<file path="src/rtl/pla_pkg.sv">
package pla_pkg;

  typedef enum logic [1:0] {
    LIT_SKIP = 2'b00,
    LIT_NEG  = 2'b01,
    LIT_POS  = 2'b10,
    LIT_KILL = 2'b11
  } lit_code_e;

  // One literal position of an AND-plane line: does it let the line stay high?
  function automatic logic lit_pass(input logic [1:0] code, input logic v);
    case (lit_code_e'(code))
      LIT_SKIP: lit_pass = 1'b1;
      LIT_NEG:  lit_pass = ~v;
      LIT_POS:  lit_pass = v;
      default:  lit_pass = 1'b0;
    endcase
  endfunction

endpackage

</file>
<file path="src/rtl/pla_cfg_store.sv">
module pla_cfg_store #(
  parameter int N_IN   = 3,
  parameter int N_TERM = 6,
  parameter int N_OUT  = 5,
  localparam int CFG_W = 2 * N_IN + N_OUT,
  localparam int ROW_W = (N_TERM > 1) ? $clog2(N_TERM) : 1
) (
  input  logic                               clk,
  input  logic                               rst,
  input  logic                               cfg_we,
  input  logic [ROW_W-1:0]                   cfg_row,
  input  logic [CFG_W-1:0]                   cfg_data,
  input  logic                               load_active,
  output logic [N_TERM-1:0][CFG_W-1:0]       stage_rows,
  output logic [N_TERM-1:0][2*N_IN-1:0]      and_cfg,
  output logic [N_TERM-1:0][N_OUT-1:0]       or_cfg
);

  logic [N_TERM-1:0][CFG_W-1:0] active_rows;

  for (genvar t = 0; t < N_TERM; t++) begin : g_row
    logic row_hit;
    assign row_hit = cfg_we && (cfg_row == ROW_W'(t));

    always_ff @(posedge clk) begin
      if (rst) begin
        stage_rows[t] <= '0;
      end else if (row_hit) begin
        stage_rows[t] <= cfg_data;
      end
    end

    always_ff @(posedge clk) begin
      if (rst) begin
        active_rows[t] <= '0;
      end else if (load_active) begin
        active_rows[t] <= stage_rows[t];
      end
    end

    assign and_cfg[t] = active_rows[t][2*N_IN-1:0];
    assign or_cfg[t]  = active_rows[t][CFG_W-1:2*N_IN];
  end

endmodule

</file>
<file path="src/rtl/pla_and_plane.sv">
module pla_and_plane #(
  parameter int N_IN   = 3,
  parameter int N_TERM = 6
) (
  input  logic [N_IN-1:0]                  in_q,
  input  logic [N_TERM-1:0][2*N_IN-1:0]    and_cfg,
  output logic [N_TERM-1:0]                term_hit
);
  import pla_pkg::*;

  for (genvar t = 0; t < N_TERM; t++) begin : g_term
    always_comb begin
      term_hit[t] = 1'b1;
      for (int i = 0; i < N_IN; i++) begin
        term_hit[t] = term_hit[t] & lit_pass(and_cfg[t][2*i +: 2], in_q[i]);
      end
    end
  end

endmodule

</file>
<file path="src/rtl/pla_or_plane.sv">
module pla_or_plane #(
  parameter int N_TERM = 6,
  parameter int N_OUT  = 5
) (
  input  logic [N_TERM-1:0]                term_hit,
  input  logic [N_TERM-1:0][N_OUT-1:0]     or_cfg,
  output logic [N_OUT-1:0]                 or_res
);

  for (genvar j = 0; j < N_OUT; j++) begin : g_out
    always_comb begin
      or_res[j] = 1'b0;
      for (int t = 0; t < N_TERM; t++) begin
        or_res[j] = or_res[j] | (term_hit[t] & or_cfg[t][j]);
      end
    end
  end

endmodule

</file>
<file path="src/rtl/pla_eval.sv">
module pla_eval #(
  parameter int N_IN   = 3,
  parameter int N_TERM = 6,
  parameter int N_OUT  = 5,
  localparam int CFG_W = 2 * N_IN + N_OUT,
  localparam int ROW_W = (N_TERM > 1) ? $clog2(N_TERM) : 1
) (
  input  logic             clk,
  input  logic             rst,
  input  logic             phase1_en,
  input  logic             phase2_en,
  input  logic [N_IN-1:0]  in_vec,
  input  logic             cfg_we,
  input  logic [ROW_W-1:0] cfg_row,
  input  logic [CFG_W-1:0] cfg_data,
  output logic [N_OUT-1:0] out_vec
);

  logic [N_IN-1:0]                 in_q;
  logic [N_TERM-1:0][CFG_W-1:0]    stage_rows;
  logic [N_TERM-1:0][2*N_IN-1:0]   and_cfg;
  logic [N_TERM-1:0][N_OUT-1:0]    or_cfg;
  logic [N_TERM-1:0]               term_hit;
  logic [N_OUT-1:0]                or_res;

  always_ff @(posedge clk) begin
    if (rst) begin
      in_q <= '0;
    end else if (phase1_en) begin
      in_q <= in_vec;
    end
  end

  pla_cfg_store #(.N_IN(N_IN), .N_TERM(N_TERM), .N_OUT(N_OUT)) u_store (
    .clk         (clk),
    .rst         (rst),
    .cfg_we      (cfg_we),
    .cfg_row     (cfg_row),
    .cfg_data    (cfg_data),
    .load_active (phase1_en),
    .stage_rows  (stage_rows),
    .and_cfg     (and_cfg),
    .or_cfg      (or_cfg)
  );

  pla_and_plane #(.N_IN(N_IN), .N_TERM(N_TERM)) u_and (
    .in_q     (in_q),
    .and_cfg  (and_cfg),
    .term_hit (term_hit)
  );

  pla_or_plane #(.N_TERM(N_TERM), .N_OUT(N_OUT)) u_or (
    .term_hit (term_hit),
    .or_cfg   (or_cfg),
    .or_res   (or_res)
  );

  always_ff @(posedge clk) begin
    if (rst) begin
      out_vec <= '0;
    end else if (phase2_en) begin
      out_vec <= or_res;
    end
  end

endmodule

</file>
<file path="config.mk">
export PLATFORM = sky130hd
export DESIGN_NAME = pla_eval
export DESIGN_NICKNAME = d
export VERILOG_FILES = /design/src/rtl/pla_pkg.sv /design/src/rtl/pla_cfg_store.sv /design/src/rtl/pla_and_plane.sv /design/src/rtl/pla_or_plane.sv /design/src/rtl/pla_eval.sv
export SDC_FILE = /design/constraint.sdc
export NUM_CORES = 1
export LEC_CHECK = 0
export ABC_AREA = 1
export BUFFER_PORTS_ARGS = -buffer_cell sky130_fd_sc_hd__buf_4
export CAP_MARGIN = 20
export CORE_ASPECT_RATIO = 1.25
export CORE_MARGIN = 4
export CORE_UTILIZATION = 59
export DETAILED_ROUTE_END_ITERATION = 10
export GPL_TIMING_DRIVEN = 0
export PLACE_DENSITY_LB_ADDON = 0.1
export SLEW_MARGIN = 20
export SYNTH_ARGS = -nofsm -noshare
export SYNTH_HDL_FRONTEND = slang
export SYNTH_SLANG_ARGS = --single-unit
</file>
<file path="constraint.sdc">
create_clock -name clk -period 1.5 [get_ports clk]
set_input_delay 0.225 -clock clk [delete_from_list [all_inputs] [get_ports clk]]
set_output_delay 0.225 -clock clk [all_outputs]
set_load 0.01 [all_outputs]
</file>
## Word-level counts from Yosys, hierarchy flattened

Index checks and enable logic that the tools add are counted.

- Input port bits: 22
- Output and inout port bits: 5
- Word-level logic and storage cells: 168
- Register bits after elaboration: 140

- Multiplexer cells: 18
- Eq/ne operators: 41
- Bitwise gates (word level): 70
- Reduce and logical (&&, ||, !) cells: 25

Operator list:

| operator | number |
|---|---|
| $pmux 1 s3 | 18 |
| $and 1x1->1 | 42 |
| $eq 2x1->1 const B | 18 |
| $eq 2x2->1 const B | 18 |
| $logic_not 2->1 | 18 |
| $or 1x1->1 | 25 |
| $eq 3x2->1 const B | 2 |
| $eq 3x3->1 const B | 2 |
| $logic_and 1x1->1 | 6 |
| $eq 3x1->1 const B | 1 |
| $logic_not 3->1 | 1 |
| $not 1->1 | 3 |

## Longest topological paths before layout

Gate-level depths: netlist of run 1.

- Depth in word-level cells: 10
- Depth in mapped cells: 9
- Gate-level depth less buffers: 8

## Cells and area by module

Synthesis of run 1 repeated with hierarchy kept, for this count alone.

- Cell total of the unflattened synthesis: 878
- Area, all modules: 5828.1 um^2

Modules (own cells, without submodules):

| module | cells an instance | area an instance (um^2) | sequential area each (um^2) | instances |
|---|---|---|---|---|
| pla_cfg_store | 675 | 4919.7 | 2642.5 | 1 |
| pla_and_plane | 93 | 357.8 | 0.0 | 1 |
| pla_eval | 50 | 325.3 | 160.2 | 1 |
| pla_or_plane | 60 | 225.2 | 0.0 | 1 |

## Least setup slack after synthesis of run 1

Ideal clock, no wire load.

- Path type: register -> register
- Start: register in_q[2]
- End: register out_vec[0]
- Library setup time: 0.066 ns
- Stages on the path, launching flop included: 9
- Data required time: 1.434 ns
- Path buffers: 1
- Setup slack: 0.387 ns
- Arrival time: 1.047 ns
- Clock period less this slack: 1.113 ns
- Cells stage by stage: dfxtp_1 buf_4 nand2_1 inv_1 a21oi_1 nand3_1 nand2_1 nor2_1 a21oi_2

- Word-level cells in the longest chain between the ends: 9
- Elaborated cells between the ends (all ways): 24
- Classes of those cells: mux (6); bitwise (18)

Ends and longest elaborated chain:

| element | RTL line | RTL |
|---|---|---|
| from (decl) | pla_eval.sv:19 | `logic [N_IN-1:0] in_q;` |
| from (signal assigned) | pla_eval.sv:30 | `in_q <= in_vec;` |
| $not 1->1 | pla_pkg.sv:14 | `LIT_NEG: lit_pass = ~v;` |
| $pmux 1 s3 | pla_pkg.sv:12 | `case (lit_code_e'(code))` |
| $and 1x1->1 | pla_and_plane.sv:15 | `term_hit[t] = term_hit[t] & lit_pass(and_cfg[t][2*i +: 2], in_q[i]);` |
| $and 1x1->1 | pla_or_plane.sv:14 | `or_res[j] = or_res[j] \| (term_hit[t] & or_cfg[t][j]);` |
| $or 1x1->1 (4 in series) | pla_or_plane.sv:14 |  |
| $or 1x1->1 * | pla_or_plane.sv:14 |  |
| to (signal assigned) | pla_eval.sv:62 | `out_vec <= or_res;` |
| to (decl) | pla_eval.sv:16 | `output logic [N_OUT-1:0] out_vec` |

Mark *: on every way between the ends. The rest lies on a longest branch, timed or not.
A chain may end at the register's enable or synchronous reset.

## Worst setup path after layout of run 1

- Start: register in_q[2]
- End: register out_vec[1]

The elaborated chain is that of the path after synthesis.

==> impl_metrics.py, run 1 <==
metrics = {
    "worst_setup_path": {
        "critPathLaunchType": "flop",
        "critPathMaxStageDelay_ps": 310,
        "ff2ff_path_depth": 7,
        "cpMostUsedCell": "a21oi_2",
        "worstSetupPathType": "reg -> reg",
        "crit_path_max_fanout": 9,
        "path_cells": "buf_4 > inv_2 > a21oi_2 > nand3_1 > nand2_1 > nor2_1 > a21oi_2",
        "cpMaxStageDelayCell": "dfxtp_1",
        "cp-end-kind": "flop",
        "worstPathArrival_ps": 1900,
        "cp.required_ps": 1960,
    },
    "clocking": {
        "cts_tree": "yes",
        "clk_pin_slew_ps": 60,
        "ctsLongestPathBuffers": 2,
        "cts_buffers": 17,
        "h-tree-depth": 4,
        "clk_latency_ps": 530,
        "cts.sinks": 140,
        "cts-root-buf": "clkbuf_8",
        "post-cts-setup-buffers": 0,
    },
    "drt": {
        "final_antenna_net_count": 0,
        "vias": 5007,
        "wl_per_cell_um": 16.4,
        "post-route-drc-count": 0,
        "dr.pass1.iters": 6,
        "drt_iter0_markers": 439,
        "viasPerCell": 5.56,
        "wirelength_um": 14800,
    },
    "timing": {
        "post-route-period-util_pct": 96.2,
        "worstMarginPinSlew_ps": 537,
        "drv_slew": 0,
        "hold_viol": 0,
        "setup_tns_ps": 0,
        "fmax_mhz": 693,
        "rsz0062_at_grt": "false",
        "finalCriticalPeriod_ps": 1440,
        "clock_skew_ps": 6.66,
        "slew_headroom_pct": 64.2,
        "hold_ws_ps": 27.2,
        "setup_viol": 0,
    },
    "power": {
        "power.switching_mw": 2.15,
        "seq_power_share_pct": 42.7,
        "combPwrFrac_pct": 8.6,
        "p_leak_nw": 2.77,
        "swShare_pct": 23.0,
        "peakVddDrop_mv": 0.788,
        "power.internal_mw": 7.20,
        "power_frac_clock_pct": 48.8,
        "power_density_mw_per_mm2": 1460,
    },
    "finish": {
        "drive_gt1_share_pct": 13.8,
        "fin_area_sq_mm": 0.00640,
        "final_nets": 790,
        "diodes": 0,
        "syn_to_final_growth_pct": 19.0,
        "fin_util_pct": 72.8,
        "fin_cells": 900,
        "num-fill-cells": 723,
    },
    "placed_design": {
        "gp_congestion": 0.918,
        "port_buffers": 25,
        "dpl_cell_area_sq_mm": 0.00572,
        "hpwl_um": 9640,
        "dp_cells": 868,
    },
    "synth": {
        "synthArstFlopShare_pct": 0,
        "syn-cell-area_sq_mm": 0.00538,
        "synth_top_area_cell": "dfxtp_1",
        "synth_most_common_cell": "nor2_1",
        "synth.yosys.seq_area_share_pct": 52.1,
        "ys_types": 19,
        "postSynthAreaPerCell_sq_um": 7.44,
        "ys.flop_type": "dfxtp_1",
        "synth_edf_count": 0,
        "synth.net_count": 745,
        "yosysWarnings": 0,
        "synth_area_leaders": "dfxtp_1 52%, nor2_1 16%, o21ai_0 8.5%",
        "synth.top_cell.area_share_pct": 52.1,
        "synth_seq_cells": 140,
        "syn_inst": 723,
        "synth_commonest_cells": "225 x nor2_1, 140 x dfxtp_1, 91 x o21ai_0",
    },
    "global_route": {
        "antenna_found_initial": 0,
        "grt_max_degree": 17,
        "first_global_vias": 4634,
        "grt_usage_pct": 29.0,
        "grt_pass1_wl_um": 23400,
        "overflow": 0,
    },
    "floorplanning": {
        "start_util_pct": 61.2,
        "die-area_sq_mm": 0.0107,
        "die_h_um": 115,
        "coreArea_sq_mm": 0.00880,
        "rows": 38,
        "dieWidth_um": 93.4,
        "pin_count": 27,
    },
    "worst_hold_path": {
        "hold_path_depth": 3,
        "hold_path_class": "in -> reg",
    },
    "run": {
        "maxCapViolations": 0,
    },
    "run_status": {
        "outcome": "finished, final reports clean",
    },
}
## power groups by stage
stage | combinational, mW | sequential [mW] | clock [mW]
after floorplan | 0.494 | 4.04 | 0
after CTS | 0.784 | 3.99 | 4.58
after detailed placement | 0.769 | 4.06 | 0
final | 0.800 | 3.99 | 4.56
after global placement | 0.751 | 4.06 | 0
after global routing | 0.880 | 4.01 | 4.76
## flip-flops by register name (all words and copies together) (netlist names)
| name | flops |
|---|---|
| u_store.stage_rows | 66 |
| u_store.and_cfg | 36 |
| u_store.or_cfg | 30 |
| out_vec | 5 |
| in_q | 3 |
## cells by family (layout without fill, tap and decap cells)
logic type | Yosys count | count (layout) | synth area share, %
buffers and inverters | 78 | 135 | 5.86
DFF | 140 | 140 | 52.1
AOI/OAI and AO/OA | 181 | 181 | 17.5
and+or+nand+nor | 324 | 324 | 24.6
## worst max-delay path, delay by kind of cell, from the launching register on
kind	cells	cell delay, ps
AO/OA/AOI/OAI	2	390
buffers and inverters	2	340
flip-flops	1	310
AND/OR/NAND/NOR	3	330
## final cells by class
| cell class | count | area, sq um | area share, % |
|---|---|---|---|
| sequential | 140 | 2810 | 43.8 |
| multi-input combinational | 505 | 2270 | 35.4 |
| clock buffer | 21 | 469 | 7.33 |
| timing repair buffer | 26 | 198 | 3.09 |
| buffer | 44 | 194 | 3.03 |
| clock inverter | 10 | 186 | 2.91 |
| tap | 120 | 150 | 2.34 |
| inverter | 34 | 130 | 2.03 |
## routing by layer
layer  vias to the layer above  share of wire [%]  track usage, %  routed length [um]
met2                       232                 46            47.0                6750
met5                         -                  0               0                   0
met1                      2301                 41            36.5                6020
li1                       2431                  -               -                   -
met4                         0                4.2            13.5                 624
met3                        43                9.4            7.00                1390
## worst paths after layout
path,to,startpoint,slack [ps]
hold reg to reg,u_store.stage_rows[39],u_store.stage_rows[39],450
setup reg to reg,out_vec[1],in_q[2],60
setup / recovery,out_vec[1],in_q[2],60
hold / removal,u_store.stage_rows[50],cfg_data[6],30
## placed cells by master, fill, tap and decap left out
cell	instances
nor2_1	225
dfxtp_1	139
o21ai_0	91
nand2_1	53
o21ai_1	50
nand3_1	31
a21oi_1	29
clkbuf_1	27
buf_4	26
inv_1	23
clkbuf_16	16
buf_2	14
inv_2	10
a21oi_2	8
nor2_4	6
nor2_2	5
clkbuf_8	5
bufinv_16	5
nand2_2	4
clkinvlp_4	3
o21a_1	2
buf_1	1
buf_6	1
inv_4	1
a21boi_2	1
clkinv_4	1
clkinv_2	1
dlygate4sd3_1	1
dfxtp_4	1
## per-stage QoR
stage	power, mW	setup WS, ps
after floorplan	4.54	387
after global placement	4.81	-136
after detailed placement	4.83	-196
after CTS	9.35	16.0
after global routing	9.65	23.1
final	9.35	57.2
## timing repair
item                       4_1_cts  5_1_grt
hold endpoints to repair         1        0
gates resized for setup          3        4
setup endpoints to repair        5        5
hold buffers                     1        0
Power figures use the tool's default switching activity.
==> run 2: changes to the inputs <==
- CTS_BUF_LIST: unset -> sky130_fd_sc_hd__clkbuf_8
==> run 2 against run 1 <==
Effect of this change: sequential cell count stayed put; highest routed layer unchanged; cell area is 3.0% lower; critical path depth is 2 higher; global-route usage is 1.0 points lower; routed wire length is 3.6% lower; non-clock buffer count is 1 lower; via count is 2.3% lower; combinational power is 2% lower; total power is 11% lower.
==> impl_metrics.py, run 2 (synthesis gave the netlist of run 1 again) <==
metrics = {
    "timing": {
        "clock_skew_ps": 11.0,
        "hold_viol": 0,
        "worst_slack_ps": 63.3,
        "setup_tns_ps": 0,
        "drv_slew": 0,
        "finalCriticalPeriod_ps": 1440,
        "rsz0062_at_grt": "false",
        "setup_viol": 0,
        "post-route-period-util_pct": 95.8,
        "fmax_mhz": 696,
        "worstMarginPinSlew_ps": 516,
        "slew_headroom_pct": 65.6,
    },
    "global_route": {
        "grt_usage_pct": 28.0,
        "antenna_found_initial": 0,
        "grt_busiest_layer": "met2",
        "grt_pass1_wl_um": 22600,
        "overflow": 0,
        "use_met3_pct": 4.91,
        "met1_usage_pct": 36.9,
        "grt_max_degree": 17,
        "first_global_vias": 4484,
        "global_route.usage.met2_pct": 44.6,
    },
    "run": {
        "maxCapViolations": 0,
    },
    "placed_design": {
        "gp_congestion": 0.918,
        "post-place-ws_ps": -196,
        "port_buffers": 25,
        "dp_cells": 868,
        "hpwl_um": 9640,
    },
    "floorplanning": {
        "dieWidth_um": 93.4,
        "start_util_pct": 61.2,
        "rows": 38,
        "coreArea_sq_mm": 0.00880,
        "die-area_sq_mm": 0.0107,
        "pin_count": 27,
        "die_h_um": 115,
    },
    "power": {
        "swShare_pct": 24.1,
        "power_density_mw_per_mm2": 1340,
        "seq_power_share_pct": 48.0,
        "power.switching_mw": 2.00,
        "power_mw": 8.31,
        "p_leak_nw": 2.69,
        "peakVddDrop_mv": 0.734,
        "power_frac_clock_pct": 42.6,
        "power.internal_mw": 6.30,
        "combPwrFrac_pct": 9.5,
    },
    "drt": {
        "viasPerCell": 5.44,
        "wl_per_cell_um": 15.9,
        "dr.pass1.iters": 5,
        "wirelength_um": 14300,
        "final_antenna_net_count": 0,
        "drt_iter0_markers": 407,
        "post-route-drc-count": 0,
        "vias": 4893,
    },
    "finish": {
        "seqCellArea_sq_mm": 0.00281,
        "drive_gt1_share_pct": 13.9,
        "fin_util_pct": 70.6,
        "multi_input_area_sq_mm": 0.00227,
        "num-fill-cells": 742,
        "diodes": 0,
        "layout_common_cells": "225 x nor2_1, 139 x dfxtp_1, 91 x o21ai_0",
        "final_nets": 789,
        "final_common_cell": "nor2_1",
        "syn_to_final_growth_pct": 15.5,
        "fin_cells": 899,
        "largest_reg_flops": 66,
        "top_register": "u_store.stage_rows",
    },
    "worst_setup_path": {
        "crit_family": "simple AND/OR/NAND/NOR gates",
        "cp-end-kind": "flop",
        "cpMaxStageDelayCell": "dfxtp_1",
        "critPathLaunchType": "flop",
        "crit_path_max_fanout": 8,
        "critPathMaxStageDelay_ps": 360,
        "worstPathArrival_ps": 1820,
        "cp.required_ps": 1880,
        "worstSetupPathType": "reg -> reg",
        "path_cells": "buf_6 > inv_4 > nand2_1 > nand2_1 > nor2_4 > nand3_1 > nand2_1 > nor2_1 > a21oi_2",
        "cpMostUsedCell": "nand2_1",
        "path_buf_inv": 2,
    },
    "clocking": {
        "clk_pin_slew_ps": 80,
        "post-cts-setup-buffers": 0,
        "cts_buffers": 17,
        "holdBufCountCts": 0,
        "h-tree-depth": 4,
        "ctsLongestPathBuffers": 2,
        "clk_latency_ps": 450,
        "cts_tree": "yes",
        "cts.sinks": 140,
        "cts-root-buf": "clkbuf_8",
    },
    "worst_hold_path": {
        "hold_path_class": "in -> reg",
    },
    "run_status": {
        "outcome": "finished, final reports clean",
    },
}
## run 2: stage by stage
step / hold WS (ps) / cell area (sq um)
4_1_cts: 44.8 / 6200
2_1_floorplan: 359 / 5380
3_3_place_gp: 441 / 5720
5_1_grt: 107 / 6210
3_5_place_dp: 446 / 5720
6_report: 67.6 / 6210
## run 2: worst paths after layout
path | startpoint | end | slack (ps) | cells past startpoint
max | in_q[0] | out_vec[1] | 60 | 9
min | in_vec[0] | in_q[0] | 70 | 3
max reg2reg | in_q[0] | out_vec[1] | 60 | 9
min reg2reg | u_store.stage_rows[39] | u_store.or_cfg[15] | 460 | 2
## run 2: repair_timing
action	in CTS	in global routing
setup endpoints to repair	5	5
resized for setup	3	4
hold endpoints to repair	0	0
pin swaps	0	0
## run 2: worst reg2reg max path, stage by stage, from the launching register on
cell and delay, ps:
dfxtp_1 360, buf_6 180, inv_4 100, nand2_1 70
nand2_1 80, nor2_4 150, nand3_1 100, nand2_1 130
nor2_1 80, a21oi_2 130
## run 2: cell type report
cell class              instances  share of cell area [%]
repair buffers                 25                    3.02
multi-input cells             505                    36.5
well taps                     120                    2.42
clock inverters                10                    3.00
inverters                      34                    2.09
flip-flops and latches        140                    45.2
plain buffers                  44                    3.12
clock buffers                  21                    4.65
## run 2: routing by layer
metal | up-vias | share of wire, %
met1 | 2255 | 43
met4 | 0 | 3.5
met5 | - | 0
met3 | 27 | 7.8
li1 | 2421 | -
met2 | 190 | 46
## run 2: power by group through the flow
stage                     Combinational [mW]  Sequential [mW]  Clock [mW]
after floorplan                        0.494             4.04           0
after global placement                 0.751             4.06           0
after detailed placement               0.769             4.06           0
after CTS                              0.775             3.98        3.57
after global routing                   0.871             4.00        3.71
final                                  0.786             3.98        3.54
==> run 3: changes to the inputs <==
- CELL_PAD_IN_SITES_DETAIL_PLACEMENT: unset -> 1
- CELL_PAD_IN_SITES_GLOBAL_PLACEMENT: unset -> 1
- CORE_UTILIZATION: 59 -> 47
==> run 3 against run 2 <==
Effect of this change: count of clock-buffer cells in the layout fell by 1; clock power fell by 6.5%; sequential cell count did not move; die area rose by 23%; register-to-register slack got worse by 40 ps; first-iteration DRC count fell by 53%; combinational power rose by 6.7%; global-route usage fell by 0.20 points; maximum frequency fell by 2.5%; cell area fell by 0.18%.
==> impl_metrics.py, run 3 (synthesis gave the netlist of run 1 again) <==
metrics = {
    "drt": {
        "viasPerCell": 5.50,
        "wirelength_um": 17600,
        "post-route-drc-count": 0,
        "vias": 5031,
        "wl_per_cell_um": 19.3,
        "final_antenna_net_count": 0,
        "drt_iter0_markers": 191,
        "dr.pass1.iters": 5,
    },
    "finish": {
        "layout_common_cells": "225 x nor2_1, 139 x dfxtp_1, 91 x o21ai_0",
        "final_nets": 790,
        "drive_gt1_share_pct": 13.6,
        "diodes": 0,
        "syn_to_final_growth_pct": 15.3,
        "largest_reg_flops": 66,
        "final_common_cell": "nor2_1",
        "fin_area_sq_mm": 0.00620,
        "top_register": "u_store.stage_rows",
    },
    "worst_setup_path": {
        "cp-end-kind": "flop",
        "path_buf_inv": 2,
        "critPathLaunchType": "flop",
        "regToRegSetupSlack_ps": 30,
        "rr_startpoint": "in_q[0]",
        "worstSetupPathType": "reg -> reg",
        "critPathLaunch": "in_q[0]",
        "cpMaxStageDelayCell": "dfxtp_1",
        "ff2ff_path_depth": 9,
        "critical_path_depth": 9,
        "worstPathArrival_ps": 1850,
        "cp.required_ps": 1870,
        "path_cells": "buf_6 > inv_4 > nand2_1 > nand2_1 > nor2_4 > nand3_1 > nand2_1 > nor2_1 > a21oi_2",
        "cpMostUsedCell": "nand2_1",
        "reg2reg_to": "out_vec[1]",
        "critPathMaxStageDelay_ps": 330,
        "crit_path_max_fanout": 8,
        "crit_family": "simple AND/OR/NAND/NOR gates",
    },
    "floorplanning": {
        "pin_count": 27,
        "die-area_sq_mm": 0.0132,
        "die_h_um": 128,
        "dieWidth_um": 104,
        "start_util_pct": 48.3,
        "coreArea_sq_mm": 0.0111,
        "rows": 43,
    },
    "global_route": {
        "first_global_vias": 5398,
        "overflow": 0,
        "grt_pass1_wl_um": 28400,
        "grt_max_degree": 17,
        "grt_usage_pct": 27.8,
        "antenna_found_initial": 0,
    },
    "timing": {
        "setup_viol": 0,
        "post-route-period-util_pct": 98.2,
        "drv_slew": 0,
        "clock_skew_ps": 10.7,
        "setup_tns_ps": 0,
        "slew_headroom_pct": 62.9,
        "fmax_mhz": 679,
        "rsz0062_at_grt": "false",
        "hold_viol": 0,
        "worstMarginPinSlew_ps": 556,
        "finalCriticalPeriod_ps": 1470,
    },
    "placed_design": {
        "hpwl_um": 11900,
        "dpl_cell_area_sq_mm": 0.00574,
        "port_buffers": 25,
        "gp_congestion": 0.797,
    },
    "clocking": {
        "ctsLongestPathBuffers": 2,
        "cts-root-buf": "clkbuf_8",
        "cts_tree": "yes",
        "cts.sinks": 140,
        "clk_latency_ps": 440,
        "clk_pin_slew_ps": 80,
        "h-tree-depth": 4,
        "cts_buffers": 17,
        "holdBufCountCts": 0,
    },
    "run_status": {
        "outcome": "finished, final reports clean",
    },
    "worst_hold_path": {
        "min-delay-start": "cfg_data[10]",
        "hold_path_class": "in -> reg",
        "hold_path_depth": 3,
        "whs_endpoint": "u_store.stage_rows[21]",
    },
    "run": {
        "maxCapViolations": 0,
    },
    "power": {
        "power_density_mw_per_mm2": 1310,
        "p_leak_nw": 2.69,
        "peakVddDrop_mv": 0.602,
    },
}
-- run 3: cell count changes in the layout (fill, tap and decap cells not counted), sizes merged --
cell      delta
inv          +2
clkbuf       -1
clkinv       +2
clkinvlp     -3
bufinv       -1
buf          +1
-- run 3: through the flow --
step	power, mW	hold WS, ps	utilization (%)	cells	worst slack, ps
CTS	8.13	49.4	55.4	913	13.4
global route	8.42	94.8	55.7	914	0.0855
detailed placement	4.88	451	51.5	883	-270
global placement	4.83	441	51.5	883	-225
floorplan	4.54	359	-	723	387
finish	8.14	89.1	55.7	914	27.1
-- run 3: cell type report --
| class | instances | area, sq um |
|---|---|---|
| Buffer | 44 | 194 |
| Clock buffer | 20 | 275 |
| Clock inverter | 10 | 148 |
| Fill cell | 1460 | 4930 |
| Inverter | 34 | 130 |
| Multi-Input combinational cell | 505 | 2280 |
| Sequential cell | 140 | 2810 |
| Tap cell | 135 | 169 |
| Timing Repair Buffer | 26 | 195 |
-- run 3: worst max-delay path by stage --
stage | slack [ps] | end
after detailed placement | -270 | out_vec[1]
after global routing | 0.09 | out_vec[1]
after CTS | 10 | out_vec[1]
final | 30 | out_vec[1]
after global placement | -230 | out_vec[1]
after floorplan | 390 | out_vec[0]
-- run 3: worst register-to-register path: stages (launching register included) --
cell and delay (ps):
dfxtp_1 330, buf_6 170, inv_4 100, nand2_1 70, nand2_1 90, nor2_4 140
nand3_1 130, nand2_1 150, nor2_1 80, a21oi_2 140
-- run 3: repair_timing --
| item | CTS | global route |
|---|---|---|
| setup buffers | 0 | 1 |
| gates cloned | 0 | 0 |
| resized for setup | 4 | 5 |
| setup endpoints to repair | 5 | 5 |
-- run 3: power by group --
part	switching (mW)	internal (mW)	leakage, nW
Sequential	0.0969	3.89	1.15
Combinational	0.570	0.270	1.32
Clock	1.40	1.90	0.227
-- run 3: metal layers --
metal	global-route usage [%]	vias up	share of wire [%]
li1	-	2418	-
met1	33.5	2471	43
met2	48.6	113	50
met3	5.05	29	3.9
met4	12.6	0	3.4
met5	0	-	0
